$ cat src/rtl/alu12_pkg.sv
package alu12_pkg;
  localparam int unsigned OP_W = 5;

  typedef enum logic [OP_W-1:0] {
    OP_MOV  = 5'd0,  OP_AND  = 5'd1,  OP_OR   = 5'd2,  OP_EOR  = 5'd3,
    OP_ADD  = 5'd4,  OP_ADDC = 5'd5,  OP_SUB  = 5'd6,  OP_CMP  = 5'd7,
    OP_INC  = 5'd8,  OP_DEC  = 5'd9,  OP_ROR  = 5'd10, OP_ROL  = 5'd11,
    OP_RRC  = 5'd12, OP_RLC  = 5'd13, OP_RAR  = 5'd14, OP_PRSG = 5'd15,
    OP_INV  = 5'd16, OP_NEG  = 5'd17, OP_TST  = 5'd18
  } op_e;

  localparam int unsigned FLG_V = 3;
  localparam int unsigned FLG_N = 2;
  localparam int unsigned FLG_Z = 1;
  localparam int unsigned FLG_C = 0;

  localparam logic [3:0] MASK_NZ   = 4'b0110;
  localparam logic [3:0] MASK_NZC  = 4'b0111;
  localparam logic [3:0] MASK_VNZC = 4'b1111;

  function automatic logic is_rot(op_e op);
    return op inside {OP_ROR, OP_ROL, OP_RRC, OP_RLC, OP_RAR};
  endfunction
endpackage

$ cat src/rtl/alu12_rcnt.sv
module alu12_rcnt #(
  parameter int unsigned CW = 4
) (
  input  logic          clk_i,
  input  logic          rst_ni,
  input  logic          load_i,
  input  logic [CW-1:0] val_i,
  input  logic [CW-1:0] aux_i,
  input  logic          consume_i,
  output logic [CW-1:0] cnt_o
);
  localparam logic [CW-1:0] CNT_DFLT = CW'(1);

  logic [CW-1:0] cnt_q;

  always_ff @(posedge clk_i or negedge rst_ni) begin
    if (!rst_ni)        cnt_q <= CNT_DFLT;
    else if (load_i)    cnt_q <= (val_i == '0) ? aux_i : val_i;
    else if (consume_i) cnt_q <= CNT_DFLT;
  end

  assign cnt_o = cnt_q;

  p_cnt_default_r11: assert property (@(posedge clk_i) disable iff (!rst_ni)
    consume_i && !load_i |=> cnt_o == CNT_DFLT);
  p_cnt_load_r11: assert property (@(posedge clk_i) disable iff (!rst_ni)
    load_i && val_i != '0 |=> cnt_o == $past(val_i));
  p_cnt_aux_r11: assert property (@(posedge clk_i) disable iff (!rst_ni)
    load_i && val_i == '0 |=> cnt_o == $past(aux_i));
  p_cnt_hold_r11: assert property (@(posedge clk_i) disable iff (!rst_ni)
    !load_i && !consume_i |=> $stable(cnt_o));
endmodule

$ cat src/rtl/alu12_arith.sv
module alu12_arith
  import alu12_pkg::*;
#(
  parameter int unsigned W = 12
) (
  input  op_e          op_i,
  input  logic [W-1:0] d_i,
  input  logic [W-1:0] s_i,
  input  logic         c_i,
  output logic [W-1:0] res_o,
  output logic         v_o,
  output logic         c_o,
  output logic         hit_o
);
  logic [W-1:0] a, b;
  logic         cin, use_add;
  logic [W:0]   sum;

  always_comb begin
    a       = d_i;
    b       = '0;
    cin     = 1'b0;
    use_add = 1'b0;
    hit_o   = 1'b1;
    res_o   = '0;
    v_o     = 1'b0;
    c_o     = 1'b0;
    case (op_i)
      OP_MOV, OP_TST: res_o = s_i;
      OP_AND:  res_o = d_i & s_i;
      OP_OR:   res_o = d_i | s_i;
      OP_EOR:  res_o = d_i ^ s_i;
      OP_INV:  res_o = ~d_i;
      OP_ADD:  begin use_add = 1'b1; b = s_i; end
      OP_ADDC: begin use_add = 1'b1; b = s_i; cin = c_i; end
      OP_SUB, OP_CMP: begin use_add = 1'b1; b = ~s_i; cin = 1'b1; end
      OP_INC:  begin use_add = 1'b1; cin = 1'b1; end
      OP_DEC:  begin use_add = 1'b1; b = '1; end
      OP_NEG:  begin use_add = 1'b1; a = ~d_i; cin = 1'b1; end
      default: hit_o = 1'b0;
    endcase
    // single shared adder for the whole add family
    sum = {1'b0, a} + {1'b0, b} + (W+1)'(cin);
    if (use_add) begin
      res_o = sum[W-1:0];
      c_o   = sum[W];
      v_o   = (a[W-1] == b[W-1]) && (sum[W-1] != a[W-1]);
    end
  end
endmodule

$ cat src/rtl/alu12_shift.sv
module alu12_shift
  import alu12_pkg::*;
#(
  parameter int unsigned W  = 12,
  parameter int unsigned CW = 4
) (
  input  op_e           op_i,
  input  logic [W-1:0]  d_i,
  input  logic          c_i,
  input  logic [CW-1:0] cnt_i,
  output logic [W-1:0]  res_o,
  output logic          c_o,
  output logic          hit_o
);
  localparam int unsigned STEPS = (1 << CW) - 1;
  localparam int unsigned TAP_A = 5;
  localparam int unsigned TAP_B = 3;

  logic [W-1:0] r;
  logic         c, nc;

  always_comb begin
    r     = d_i;
    c     = c_i;
    nc    = c_i;
    hit_o = 1'b1;
    if (is_rot(op_i)) begin
      for (int i = 0; i < STEPS; i++) begin
        if (i < int'(cnt_i)) begin
          nc = c;
          case (op_i)
            OP_ROR: begin nc = r[0];   r = {r[0], r[W-1:1]};   end
            OP_ROL: begin nc = r[W-1]; r = {r[W-2:0], r[W-1]}; end
            OP_RRC: begin nc = r[0];   r = {c, r[W-1:1]};      end
            OP_RLC: begin nc = r[W-1]; r = {r[W-2:0], c};      end
            OP_RAR: begin nc = r[0];   r = {r[W-1], r[W-1:1]}; end
            default: nc = c;
          endcase
          c = nc;
        end
      end
    end else if (op_i == OP_PRSG) begin
      c = d_i[W-1];
      r = {d_i[W-2:0], d_i[W-1] ^ d_i[TAP_A] ^ d_i[TAP_B] ^ d_i[0]};
    end else begin
      hit_o = 1'b0;
      r     = '0;
      c     = 1'b0;
    end
    res_o = r;
    c_o   = c;
  end
endmodule

$ cat src/rtl/alu12_flagged.sv
module alu12_flagged
  import alu12_pkg::*;
#(
  parameter int unsigned W  = 12,
  parameter int unsigned CW = 4
) (
  input  logic          clk_i,
  input  logic          rst_ni,
  input  logic [4:0]    op_i,
  input  logic [W-1:0]  d_i,
  input  logic [W-1:0]  s_i,
  input  logic          carry_i,
  input  logic          exec_i,
  input  logic          rcnt_load_i,
  input  logic [CW-1:0] rcnt_val_i,
  input  logic [CW-1:0] aux_cnt_i,
  output logic [W-1:0]  res_o,
  output logic          wr_en_o,
  output logic [3:0]    flags_o,
  output logic [3:0]    flag_mask_o
);
  op_e           op;
  logic [CW-1:0] cnt;
  logic [W-1:0]  a_res, s_res, res;
  logic          a_v, a_c, a_hit, s_c, s_hit;
  logic [3:0]    mask, raw;

  assign op = op_e'(op_i);

  alu12_rcnt #(.CW(CW)) i_rcnt (
    .clk_i    (clk_i),
    .rst_ni   (rst_ni),
    .load_i   (rcnt_load_i),
    .val_i    (rcnt_val_i),
    .aux_i    (aux_cnt_i),
    .consume_i(exec_i && is_rot(op)),
    .cnt_o    (cnt)
  );

  alu12_arith #(.W(W)) i_arith (
    .op_i (op),
    .d_i  (d_i),
    .s_i  (s_i),
    .c_i  (carry_i),
    .res_o(a_res),
    .v_o  (a_v),
    .c_o  (a_c),
    .hit_o(a_hit)
  );

  alu12_shift #(.W(W), .CW(CW)) i_shift (
    .op_i (op),
    .d_i  (d_i),
    .c_i  (carry_i),
    .cnt_i(cnt),
    .res_o(s_res),
    .c_o  (s_c),
    .hit_o(s_hit)
  );

  always_comb begin
    case (op)
      OP_MOV, OP_AND, OP_OR, OP_EOR, OP_INV, OP_TST: mask = MASK_NZ;
      OP_ADD, OP_ADDC, OP_SUB, OP_CMP:               mask = MASK_VNZC;
      OP_INC, OP_DEC, OP_NEG, OP_PRSG,
      OP_ROR, OP_ROL, OP_RRC, OP_RLC, OP_RAR:        mask = MASK_NZC;
      default:                                       mask = 4'b0000;
    endcase
  end

  assign res = a_hit ? a_res : (s_hit ? s_res : '0);

  always_comb begin
    raw        = '0;
    raw[FLG_V] = a_hit & a_v;
    raw[FLG_N] = res[W-1];
    raw[FLG_Z] = (res == '0);
    raw[FLG_C] = a_hit ? a_c : s_c;
  end

  assign res_o       = res;
  assign flags_o     = raw & mask;
  assign flag_mask_o = mask;
  assign wr_en_o     = (a_hit || s_hit) && !(op inside {OP_CMP, OP_TST});

  p_unit_exclusive_r1: assert property (@(posedge clk_i) disable iff (!rst_ni)
    $onehot0({a_hit, s_hit}));
  p_no_write_cmp_tst_r1: assert property (@(posedge clk_i) disable iff (!rst_ni)
    (op_i == 5'd7 || op_i == 5'd18) |-> !wr_en_o);
  p_undef_quiet_r1: assert property (@(posedge clk_i) disable iff (!rst_ni)
    op_i > 5'd18 |-> !wr_en_o && flag_mask_o == 4'b0000 && res_o == '0);
  p_logic_mask_r2: assert property (@(posedge clk_i) disable iff (!rst_ni)
    op_i <= 5'd3 |-> !flag_mask_o[FLG_V] && !flag_mask_o[FLG_C]);
  p_sub_mask_r4: assert property (@(posedge clk_i) disable iff (!rst_ni)
    (op_i == 5'd6 || op_i == 5'd7) |-> flag_mask_o == 4'b1111);
  p_n_flag_r6: assert property (@(posedge clk_i) disable iff (!rst_ni)
    flag_mask_o[FLG_N] |-> flags_o[FLG_N] == res_o[W-1]);
  p_z_flag_r6: assert property (@(posedge clk_i) disable iff (!rst_ni)
    flag_mask_o[FLG_Z] |-> flags_o[FLG_Z] == (res_o == '0));
  p_zero_count_r12: assert property (@(posedge clk_i) disable iff (!rst_ni)
    s_hit && op != OP_PRSG && cnt == '0 |-> res_o == d_i && flags_o[FLG_C] == carry_i);
endmodule

$ cat config.mk
export PLATFORM = sky130hd
export DESIGN_NAME = alu12_flagged
export DESIGN_NICKNAME = d
export VERILOG_FILES = /design/src/rtl/alu12_pkg.sv /design/src/rtl/alu12_rcnt.sv /design/src/rtl/alu12_arith.sv /design/src/rtl/alu12_shift.sv /design/src/rtl/alu12_flagged.sv
export SDC_FILE = /design/constraint.sdc
export NUM_CORES = 1
export LEC_CHECK = 0
export ABC_AREA = 0
export CORE_MARGIN = 5
export CORE_UTILIZATION = 55
export CTS_BUF_LIST = sky130_fd_sc_hd__clkbuf_16
export CTS_CLUSTER_DIAMETER = 100
export DETAILED_ROUTE_END_ITERATION = 6
export PLACE_DENSITY = 0.78
export SLEW_MARGIN = 20
export SYNTH_ARGS = -nofsm -noshare
export SYNTH_HDL_FRONTEND = slang
export SYNTH_HIERARCHICAL = 1
export SYNTH_SLANG_ARGS = --single-unit
$ cat constraint.sdc
create_clock -name clk_i -period 8.7 [get_ports clk_i]
set_input_delay 1.74 -clock clk_i [delete_from_list [all_inputs] [get_ports clk_i]]
set_output_delay 1.74 -clock clk_i [all_outputs]
set_load 0.1 [all_outputs]
==> flow_metrics.py, run 1 <==
metrics = {
    "die": {
        "initial_core_util_pct": 55.58,
        "die_h_um": 136.2,
        "ios": 63,
        "die_w_um": 136.2,
        "row_count": 46,
    },
    "grt": {
        "grt_usage_pct": 82.02,
        "grt_max_degree": 42,
        "gr-total-overflow": 141,
    },
    "synth": {
        "synth_flop_cell": "dfrtp_1",
        "synth_area_um2": 8765,
        "syn_avg_cell_area_um2": 6.324,
        "synth_cell_types": 112,
        "synth_seq_cells": 4,
        "yosysWarnings": 6,
        "synth_enable_flop_cells": 0,
        "syn_nets": 1465,
        "yosysSeqAreaShare_pct": 1.156,
        "synthArstFlopShare_pct": 100.0,
        "synth_cells": 1386,
    },
    "sta": {
        "worst_endpoint": "flags_o[1]",
        "endpoint_type": "primary output",
    },
    "status": {
        "outcome": "aborted with a tool error",
        "error": "[ERROR GRT-0232] Routing congestion too high. Check the congestion heatmap in the GUI.",
        "stop_stage": "global routing",
    },
    "placement": {
        "postPlaceCellArea_um2": 12410,
        "io_buffers": 62,
        "dp_cells": 1931,
        "place_congestion": 1.053,
        "dpl.hpwl_um": 32480,
    },
    "cts": {
        "clk_root_buffer_cell": "clkbuf_16",
        "htree_levels": 1,
        "clock-sinks": 4,
        "cts_max_path_buffers": 2,
        "numCtsBuffers": 3,
    },
}
cells in the mapped netlist, types with 17 or more instances:
cell type	number	area [µm²]
nor2_1	150	563.0
a21oi_1	121	605.6
nand2_1	121	454.2
o21ai_0	82	410.4
clkbuf_1	78	292.8
nand3_1	52	260.3
nor3_1	47	235.2
o211ai_1	43	322.8
ha_1	35	437.9
inv_1	33	123.9
a31oi_1	30	187.7
a211oi_1	29	217.7
a21o_1	23	172.7
and2_1	23	143.9
o21ai_1	23	115.1
and3_1	22	137.6
buf_2	21	105.1
o31ai_1	20	150.1
o21a_1	17	127.6
timing repair:
action	CTS
gates resized for setup	211
setup endpoints to repair	15
setup buffers	52
hold buffers	0
pin swaps	76
logic make-up after synthesis:
| kind of cell | count (synthesis) | share of synthesized area [%] |
|---|---|---|
| fa+ha+maj | 37 | 5.453 |
| xor+xnor | 23 | 2.384 |
| flops | 4 | 1.156 |
| buf+inv | 151 | 7.252 |
| compound gates | 623 | 51.65 |
| simple gates | 544 | 31.65 |
| mux | 4 | 0.4568 |
per-layer routing:
metal / overflow / track usage (%)
met1: 3 / 80.79
met2: 73 / 95.43
met3: 5 / 69.84
met4: 60 / 85.61
met5: 0 / 35.56
through the flow:
step,setup TNS [ns],worst slack [ns]
after global placement,-18.36,-1.607
after detailed placement,-19.62,-1.658
after CTS,-8.208,-0.8559
after floorplan,-1.220,-0.4350
==> inputs of run 2 (changes only) <==
--- a/config.mk
+++ b/config.mk
@@ -7,11 +7,9 @@
 export LEC_CHECK = 0
 export ABC_AREA = 0
 export CORE_MARGIN = 5
-export CORE_UTILIZATION = 55
-export CTS_BUF_LIST = sky130_fd_sc_hd__clkbuf_16
-export CTS_CLUSTER_DIAMETER = 100
+export CORE_UTILIZATION = 40
 export DETAILED_ROUTE_END_ITERATION = 6
-export PLACE_DENSITY = 0.78
+export PLACE_DENSITY_LB_ADDON = 0.15
 export SLEW_MARGIN = 20
 export SYNTH_ARGS = -nofsm -noshare
 export SYNTH_HDL_FRONTEND = slang
==> constraint.sdc (replaced) <==
create_clock -name clk_i -period 11.3 [get_ports clk_i]
set_input_delay 2.26 -clock clk_i [delete_from_list [all_inputs] [get_ports clk_i]]
set_output_delay 2.26 -clock clk_i [all_outputs]
set_load 0.1 [all_outputs]
==> run 2 against run 1 <==
- the run now ends clean
- synthesized cell count unchanged
- synthesized area did not move
==> flow_metrics.py, run 2 <==
metrics = {
    "sta": {
        "hold_violations": 0,
        "worstMarginPinSlew_ns": 1.015,
        "period_minus_slack_ns": 11.07,
        "post-route-period-util_pct": 97.97,
        "slew_viol_final": 0,
        "max_slew_margin_pct": 31.89,
        "fmax_ghz": 0.09033,
        "setup_viol_count_final": 0,
        "clock_skew_ns": 0,
    },
    "die": {
        "die_w_um": 158.0,
        "core_um2": 21690,
        "ios": 63,
        "die_area_um2": 24970,
        "row_count": 54,
        "die_h_um": 158.0,
        "initial_core_util_pct": 40.41,
    },
    "cts": {
        "numCtsBuffers": 3,
        "htree_levels": 1,
        "clk_root_buffer_cell": "clkbuf_16",
        "clock-sinks": 4,
        "path_clk_slew_ns": 0.03,
        "cts_max_path_buffers": 2,
        "clock_latency_ns": 0.22,
        "cts_tree": "done",
    },
    "cells_and_area": {
        "fin_cells": 1907,
        "largest_reg_flops": 4,
        "n_antenna_cell": 0,
        "nNetsFinal": 1707,
        "mostFrequentLayoutCells": "289 x buf_4, 148 x nor2_1, 119 x nand2_1",
        "syn2layout_area_growth_pct": 39.07,
        "post-route-util_pct": 56.20,
        "stdcell_area_um2": 12190,
        "final_common_cell": "buf_4",
        "drive_gt1_share_pct": 27.90,
        "fillers": 2165,
    },
    "power": {
        "total_power_uw": 746.6,
        "switchingPower_uw": 404.8,
        "p_clk_share_pct": 7.6,
        "swShare_pct": 54.22,
        "p_per_area_nw_per_um2": 61.25,
        "seqPwrFrac_pct": 2.4,
        "p_leak_nw": 4.871,
        "combPwrFrac_pct": 90.0,
        "max-vdd-ir-drop_v": 0.00005833,
        "p_int_uw": 341.7,
    },
    "placement": {
        "dp_cells": 1887,
        "io_buffers": 62,
        "postPlaceCellArea_um2": 11490,
        "dpl.hpwl_um": 32340,
        "place_congestion": 0.9802,
    },
    "critical_path": {
        "cp_max_fo": 9,
        "start_kind": "primary input",
        "crit_family": "compound AO/OA/AOI/OAI gates",
        "slowest_delay_ns": 0.47,
        "timing.critical_path.mode_cell": "buf_4",
        "cp_num_buf_inv": 10,
        "required_ns": 9.04,
        "r2r_cells": 3,
        "cp.arrival_ns": 8.81,
        "r2r_end": "i_rcnt/cnt_o[3]$_DFFE_PN0P_",
        "crit_type": "in2out",
        "crit_path_end_kind": "output port",
        "slowest_stage": "clkdlybuf4s50_1",
        "r2r-start": "i_rcnt/cnt_o[3]$_DFFE_PN0P_",
        "r2r_setup_slack_ns": 10.09,
    },
    "hold_path": {
        "min-delay-start": "i_rcnt/cnt_o[0]$_DFFE_PN1P_",
        "hp-class": "reg2reg",
        "hold_end": "i_rcnt/cnt_o[0]$_DFFE_PN1P_",
        "min_path_cells": 2,
    },
    "synth": {
        "yosysWarnings": 6,
        "synth_seq_cells": 4,
        "yosysSeqAreaShare_pct": 1.156,
        "synth_cells": 1386,
        "synthArstFlopShare_pct": 100.0,
        "syn_avg_cell_area_um2": 6.324,
        "synthTopCellsByArea": "a21oi_1 6.9%, nor2_1 6.4%, nand2_1 5.2%",
        "yosysTopAreaCell": "a21oi_1",
        "synth_flop_cell": "dfrtp_1",
        "netlist_top_cells_count": "150 x nor2_1, 121 x a21oi_1, 121 x nand2_1, 82 x o21ai_0, 78 x clkbuf_1",
        "synth_enable_flop_cells": 0,
        "synth_cell_types": 112,
        "yosysTopAreaCellShare_pct": 6.909,
        "synth_area_um2": 8765,
        "yosysMostFrequentCell": "nor2_1",
        "syn_nets": 1465,
    },
    "drt": {
        "avgViaCountPerCell": 6.688,
        "highest_layer": "met4",
        "m1WireLength_um": 18570,
        "met3_length_um": 3629,
        "wl_per_cell_um": 22.54,
        "wl_um": 42980,
        "first_pass_iters": 5,
        "drc": 0,
        "first_iter_violations": 1294,
        "vias": 12750,
        "antenna_left": 0,
        "dr_wl_met2_um": 19090,
    },
    "grt": {
        "gr-total-overflow": 0,
        "grt_usage_pct": 32.81,
        "grt_first_pass_wirelength_um": 66790,
        "grt_max_degree": 49,
        "grt_pass1_vias": 11780,
        "antenna_found_initial": 0,
    },
    "job": {
        "drv_cap": 0,
    },
    "status": {
        "outcome": "completed",
    },
}
-- run 2: cell counts after synthesis --
Identical to the previous run, type by type.
-- run 2: power groups by stage --
| stage | combinational (mW) | sequential (mW) | clock (mW) |
|---|---|---|---|
| 2_1_floorplan | 0.351 | 0.0180 | 0 |
| 3_3_place_gp | 0.615 | 0.0181 | 0 |
| 3_5_place_dp | 0.618 | 0.0181 | 0 |
| 4_1_cts | 0.634 | 0.0181 | 0.0572 |
| 5_1_grt | 0.717 | 0.0182 | 0.0584 |
| 6_report | 0.672 | 0.0182 | 0.0564 |
-- run 2: layer usage --
| layer | up-vias | global-route usage (%) |
|---|---|---|
| met2 | 688 | 52.17 |
| met3 | 111 | 3.691 |
| met5 | - | 0 |
| met4 | 0 | 11.05 |
| met1 | 6040 | 46.11 |
| li1 | 5915 | - |
-- run 2: how the worst max path moves through the flow --
stage	start	to	slack [ns]	cells past startpoint
6_report	d_i[11]	flags_o[1]	0.23	32
5_1_grt	d_i[11]	flags_o[1]	-0.03	32
4_1_cts	op_i[1]	flags_o[1]	0.002	31
3_5_place_dp	op_i[1]	flags_o[0]	-0.33	30
3_3_place_gp	op_i[1]	flags_o[0]	-0.32	30
2_1_floorplan	op_i[1]	flags_o[2]	0.20	26
-- run 2: repair_timing --
| item | in CTS | in global routing |
|---|---|---|
| cloned | 0 | 1 |
| pin swaps | 11 | 22 |
| hold buffers | 0 | 0 |
| resized for setup | 34 | 78 |
| hold endpoints to repair | 0 | 0 |
| endpoints found under the setup margin | 13 | 15 |
| setup buffers | 7 | 8 |
-- run 2: area by class of cell --
type	count	area (µm²)	area share [%]
Clock buffer	4	78.83	0.6467
Tap cell	280	350.3	2.874
Timing Repair Buffer	354	2988	24.51
Multi-Input combinational cell	1232	8547	70.12
Sequential cell	4	101.3	0.8314
Inverter	33	123.9	1.016
-- run 2: cell families after synthesis --
logic type / after synthesis / synth area share, %
adder cells (fa/ha/maj): 37 / 5.453
AND/OR/NAND/NOR: 544 / 31.65
buffers and inverters: 151 / 7.252
multiplexers: 4 / 0.4568
XOR/XNOR: 23 / 2.384
flip-flops: 4 / 1.156
AO/OA/AOI/OAI: 623 / 51.65
-- run 2: stage by stage --
step | hold WS [ns] | setup TNS (ns) | setup slack, ns
6_report | 0.7619 | 0 | 0.2291
3_3_place_gp | 0.6840 | -1.873 | -0.3241
4_1_cts | 0.7681 | 0 | 0.002046
3_5_place_dp | 0.7608 | -1.425 | -0.3285
2_1_floorplan | 0.5856 | 0 | 0.2003
5_1_grt | 0.7939 | -0.02976 | -0.02976
-- run 2: tightest hold or removal path: stages (launching register included) --
cell and delay (ns):
dfstp_2 0.45, nor3_1 0.16, o21ai_0 0.13
Note: power is estimated with default switching activity, not from simulation.
==> inputs of run 3 (changes only) <==
--- a/config.mk
+++ b/config.mk
@@ -7,7 +7,7 @@
 export LEC_CHECK = 0
 export ABC_AREA = 0
 export CORE_MARGIN = 5
-export CORE_UTILIZATION = 40
+export CORE_UTILIZATION = 50
 export DETAILED_ROUTE_END_ITERATION = 6
 export PLACE_DENSITY_LB_ADDON = 0.15
 export SLEW_MARGIN = 20
==> run 3 against run 2 <==
- sequential share of layout area about the same
- clock skew unchanged
- worst hold slack worse by 0.022 ns
- core utilization up 12 points
- largest cell class unchanged
==> flow_metrics.py, run 3 (same netlist as run 2, synthesis figures left out) <==
metrics = {
    "cells_and_area": {
        "final_common_cell": "buf_4",
        "syn2layout_area_growth_pct": 34.78,
        "nNetsFinal": 1644,
        "fin_cells": 1789,
        "largest_reg_flops": 4,
        "mostFrequentLayoutCells": "225 x buf_4, 146 x nor2_1, 118 x nand2_1",
        "post-route-util_pct": 68.53,
        "drive_gt1_share_pct": 26.79,
        "n_antenna_cell": 0,
        "fillers": 1611,
    },
    "critical_path": {
        "crit_family": "compound AO/OA/AOI/OAI gates",
        "crit_type": "in2out",
        "required_ns": 9.04,
        "timing.critical_path.mode_cell": "buf_4",
        "cp_num_buf_inv": 6,
        "cp_max_fo": 6,
        "slowest_stage": "clkdlybuf4s50_1",
        "start_kind": "primary input",
        "cp.arrival_ns": 8.85,
        "crit_path_end_kind": "output port",
        "slowest_delay_ns": 0.62,
    },
    "placement": {
        "io_buffers": 62,
        "place_congestion": 1.006,
        "dpl.hpwl_um": 30630,
        "place_ws_ns": -0.1658,
        "dp_cells": 1770,
    },
    "grt": {
        "grt_usage_pct": 38.11,
        "gr-total-overflow": 0,
        "gr-usage-met2_pct": 60.77,
        "grt_use_met1_pct": 52.17,
        "grt_max_degree": 64,
        "grt_pass1_vias": 11730,
        "met3_usage_pct": 5.309,
        "antenna_found_initial": 1,
        "grt_first_pass_wirelength_um": 63650,
        "busiest_layer": "met2",
    },
    "cts": {
        "clock_latency_ns": 0.22,
        "cts_max_path_buffers": 2,
        "clk_root_buffer_cell": "clkbuf_16",
        "cts_tree": "done",
        "cts_hold_buffers": 0,
        "path_clk_slew_ns": 0.03,
        "htree_levels": 1,
        "clock-sinks": 4,
        "numCtsBuffers": 3,
    },
    "die": {
        "initial_core_util_pct": 50.85,
        "die_area_um2": 20280,
        "die_w_um": 142.4,
        "ios": 63,
        "core_um2": 17240,
        "die_h_um": 142.4,
        "row_count": 48,
    },
    "job": {
        "drv_cap": 0,
    },
    "drt": {
        "wl_um": 41460,
        "vias": 12710,
        "drc": 0,
        "first_iter_violations": 1741,
        "wl_per_cell_um": 23.17,
        "antenna_left": 0,
        "first_pass_iters": 6,
        "avgViaCountPerCell": 7.102,
    },
    "sta": {
        "worstMarginPinSlew_ns": 1.046,
        "clock_skew_ns": 0,
        "setup_viol_count_final": 0,
        "max_slew_margin_pct": 29.73,
        "fmax_ghz": 0.09001,
        "hold_violations": 0,
        "slew_viol_final": 0,
        "fin_ws_ns": 0.1903,
        "post-route-period-util_pct": 98.32,
        "period_minus_slack_ns": 11.11,
    },
    "power": {
        "seqPwrFrac_pct": 2.8,
        "p_per_area_nw_per_um2": 61.72,
        "switchingPower_uw": 405.9,
        "total_power_uw": 729.1,
        "p_int_uw": 323.2,
        "swShare_pct": 55.67,
        "p_leak_nw": 4.630,
        "p_clk_share_pct": 8.1,
        "combPwrFrac_pct": 89.1,
        "max-vdd-ir-drop_v": 0.00009954,
    },
    "status": {
        "outcome": "completed",
    },
    "hold_path": {
        "hp-class": "reg2reg",
    },
}
[run 3: cell types whose count changed in the layout (fill, tap and decap cells not counted), moves of 3 or more]
| cell | change |
|---|---|
| o22ai_1 | -4 |
| nor3_1 | -3 |
| a21oi_1 | -5 |
| o22ai_2 | +3 |
| buf_4 | -64 |
| a21oi_2 | +5 |
[run 3: worst paths after layout]
| path | start | endpoint | slack (ns) | cells past startpoint |
|---|---|---|---|---|
| max in group asynchronous | rst_ni | i_rcnt/cnt_o[0]$_DFFE_PN1P_ | 8.80 | 1 |
| min reg2reg | i_rcnt/cnt_o[0]$_DFFE_PN1P_ | i_rcnt/cnt_o[0]$_DFFE_PN1P_ | 0.74 | 2 |
| min | i_rcnt/cnt_o[0]$_DFFE_PN1P_ | i_rcnt/cnt_o[0]$_DFFE_PN1P_ | 0.74 | 2 |
| min in group asynchronous | rst_ni | i_rcnt/cnt_o[2]$_DFFE_PN0P_ | 2.25 | 1 |
| max reg2reg | i_rcnt/cnt_o[3]$_DFFE_PN0P_ | i_rcnt/cnt_o[3]$_DFFE_PN0P_ | 10.08 | 3 |
| max | d_i[11] | flags_o[1] | 0.19 | 30 |
[run 3: layout make-up]
cell class / instances / area [µm²] / area share [%]
Inverter: 33 / 127.6 / 1.080
Sequential cell: 4 / 101.3 / 0.8580
Timing Repair Buffer: 292 / 2537 / 21.48
Multi-Input combinational cell: 1231 / 8686 / 73.53
Clock buffer: 4 / 78.83 / 0.6673
Tap cell: 225 / 281.5 / 2.383
[run 3: repair_timing]
action	4_1_cts	5_1_grt
gates resized for setup	18	129
endpoints found under the setup margin	6	15
pin swaps	3	43
buffers inserted	1	14
[run 3: worst min-delay path: cells and delay by family (launching register included)]
kind | cells | cell delay, ns
and+or+nand+nor | 1 | 0.16
DFF | 1 | 0.46
AOI/OAI and AO/OA | 1 | 0.10
[run 3: per-stage QoR]
| step | hold WS, ns | cell area [µm²] | setup TNS (ns) |
|---|---|---|---|
| detailed placement | 0.7051 | 10950 | -0.3023 |
| global route | 0.7472 | 11810 | -0.004948 |
| CTS | 0.7077 | 11130 | 0 |
| finish | 0.7396 | 11810 | 0 |
| global placement | 0.6876 | 10950 | -0.3503 |
| floorplan | 0.5856 | 8765 | 0 |
[run 3: power by group through the flow]
stage               Sequential, mW  Combinational, mW  Clock (mW)
floorplan                   0.0180              0.351           0
global placement            0.0200              0.581           0
detailed placement          0.0201              0.586           0
CTS                         0.0200              0.593      0.0599
global route                0.0203              0.688      0.0603
finish                      0.0205              0.649      0.0591
[run 3: metal layers]
metal,up-vias,part of all wire [%]
met5,-,0.017
met4,2,4.9
met3,180,10
met2,826,44
met1,5909,41
li1,5789,-
==> inputs of run 4 (changes only) <==
--- a/config.mk
+++ b/config.mk
@@ -8,6 +8,7 @@
 export ABC_AREA = 0
 export CORE_MARGIN = 5
 export CORE_UTILIZATION = 50
+export CTS_BUF_LIST = sky130_fd_sc_hd__clkbuf_16
 export DETAILED_ROUTE_END_ITERATION = 6
 export PLACE_DENSITY_LB_ADDON = 0.15
 export SLEW_MARGIN = 20
==> run 4 against run 3 <==
- non-clock buffer count unchanged
- register-to-register slack about the same
- first-iteration DRC count unchanged
- total power down 0.17%
- clock power down 2%
- cell count unchanged
- sequential power about the same
- largest cell class unchanged
==> flow_metrics.py, run 4 (same netlist as run 2, synthesis figures left out) <==
metrics = {
    "die": {
        "ios": 63,
        "die_h_um": 142.4,
        "row_count": 48,
        "die_area_um2": 20280,
        "initial_core_util_pct": 50.85,
        "core_um2": 17240,
        "die_w_um": 142.4,
    },
    "critical_path": {
        "required_ns": 9.04,
        "timing.critical_path.mode_cell": "buf_4",
        "start_kind": "primary input",
        "crit_type": "in2out",
        "cp.arrival_ns": 8.78,
        "crit_path_end_kind": "output port",
        "r2r_setup_slack_ns": 10.08,
        "r2r_cells": 3,
        "cp_max_fo": 6,
        "r2r-start": "i_rcnt/cnt_o[3]$_DFFE_PN0P_",
        "slowest_delay_ns": 0.60,
        "r2r_end": "i_rcnt/cnt_o[3]$_DFFE_PN0P_",
        "slowest_stage": "clkdlybuf4s50_1",
    },
    "sta": {
        "slew_viol_final": 0,
        "max_slew_margin_pct": 30.48,
        "fin_ws_ns": 0.2568,
        "post-route-period-util_pct": 97.73,
        "period_minus_slack_ns": 11.04,
        "clock_skew_ns": 0,
        "hold_ws_ns": 0.7381,
        "hold_violations": 0,
        "worstMarginPinSlew_ns": 1.035,
        "fmax_ghz": 0.09055,
        "setup_viol_count_final": 0,
        "setup_tns_ns": 0,
    },
    "placement": {
        "place_ws_ns": -0.1658,
        "place_congestion": 1.006,
        "io_buffers": 62,
        "dp_cells": 1770,
        "dpl.hpwl_um": 30630,
    },
    "hold_path": {
        "hp-class": "reg2reg",
        "min-delay-start": "i_rcnt/cnt_o[0]$_DFFE_PN1P_",
        "hold_end": "i_rcnt/cnt_o[0]$_DFFE_PN1P_",
        "min_path_cells": 2,
    },
    "drt": {
        "wl_per_cell_um": 23.16,
        "first_iter_violations": 1741,
        "first_pass_iters": 6,
        "vias": 12690,
        "avgViaCountPerCell": 7.093,
        "antenna_left": 0,
        "drc": 0,
        "wl_um": 41440,
    },
    "cells_and_area": {
        "drive_gt1_share_pct": 26.79,
        "fillers": 1611,
        "n_antenna_cell": 0,
        "syn2layout_area_growth_pct": 34.78,
        "fin_cells": 1789,
        "multi_input_area_um2": 8686,
        "nNetsFinal": 1644,
        "final_common_cell": "buf_4",
        "mostFrequentLayoutCells": "225 x buf_4, 146 x nor2_1, 118 x nand2_1",
        "largest_reg_flops": 4,
        "ff_latch_area_um2": 101.3,
    },
    "cts": {
        "cts_tree": "done",
        "clock-sinks": 4,
        "clk_root_buffer_cell": "clkbuf_16",
        "cts_max_path_buffers": 2,
        "cts_hold_buffers": 0,
        "clock_latency_ns": 0.22,
        "path_clk_slew_ns": 0.03,
        "numCtsBuffers": 3,
        "htree_levels": 1,
    },
    "grt": {
        "grt_usage_pct": 38.11,
        "antenna_found_initial": 1,
        "grt_pass1_vias": 11730,
        "gr-total-overflow": 0,
        "grt_max_degree": 64,
        "grt_first_pass_wirelength_um": 63650,
    },
    "power": {
        "p_leak_nw": 4.634,
        "p_per_area_nw_per_um2": 61.61,
        "max-vdd-ir-drop_v": 0.00009952,
    },
    "job": {
        "drv_cap": 0,
    },
    "status": {
        "outcome": "completed",
    },
}
## run 4: cell type report
type / instances / share of cell area [%]
timing repair buffer: 292 / 21.48
inverter: 33 / 1.080
tap: 225 / 2.383
multi-input combinational: 1231 / 73.53
sequential: 4 / 0.8580
clock buffer: 3 / 0.6355
clock inverter: 1 / 0.03178
## run 4: routing by layer
layer  routed length (µm)  vias to the layer above  global-route usage [%]
li1                     -                     5794                       -
met1                16970                     5916                   52.17
met2                18200                      800                   60.77
met3                 4218                      178                   5.309
met4                 2046                        2                   14.36
met5                    7                        -                       0
## run 4: through the flow
| step | area, µm² | util, % | power [mW] |
|---|---|---|---|
| after CTS | 11130 | 64.56 | 0.6725 |
| after floorplan | 8765 | - | 0.3691 |
| after global placement | 10950 | 63.54 | 0.6006 |
| after global routing | 11810 | 68.53 | 0.7676 |
| after detailed placement | 10950 | 63.54 | 0.6057 |
| final | 11810 | 68.53 | 0.7278 |
## run 4: timing repair
item | in CTS | in global routing
cloned | 0 | 0
buffers inserted | 1 | 14
setup endpoints to repair | 6 | 15
gates resized for setup | 18 | 129
pin swaps | 3 | 43
## run 4: power breakdown
group          internal, mW  switching, mW
Combinational         0.260          0.389
Clock                0.0459         0.0123
Sequential           0.0161        0.00437
## run 4: worst max path at each step
stage,from,to,slack (ns),depth (start not counted)
after CTS,op_i[3],flags_o[1],0.0009,28
after detailed placement,op_i[2],flags_o[1],-0.17,32
after global placement,op_i[2],flags_o[1],-0.18,28
after global routing,op_i[2],flags_o[1],-0.005,33
final,d_i[11],flags_o[1],0.26,30
after floorplan,op_i[1],flags_o[2],0.20,26
## run 4: worst max-delay path, delay by kind of cell
kind	cells	cell delay, ns
AO/OA/AOI/OAI	14	2.78
AND/OR/NAND/NOR	10	2.24
buffers and inverters	6	1.49
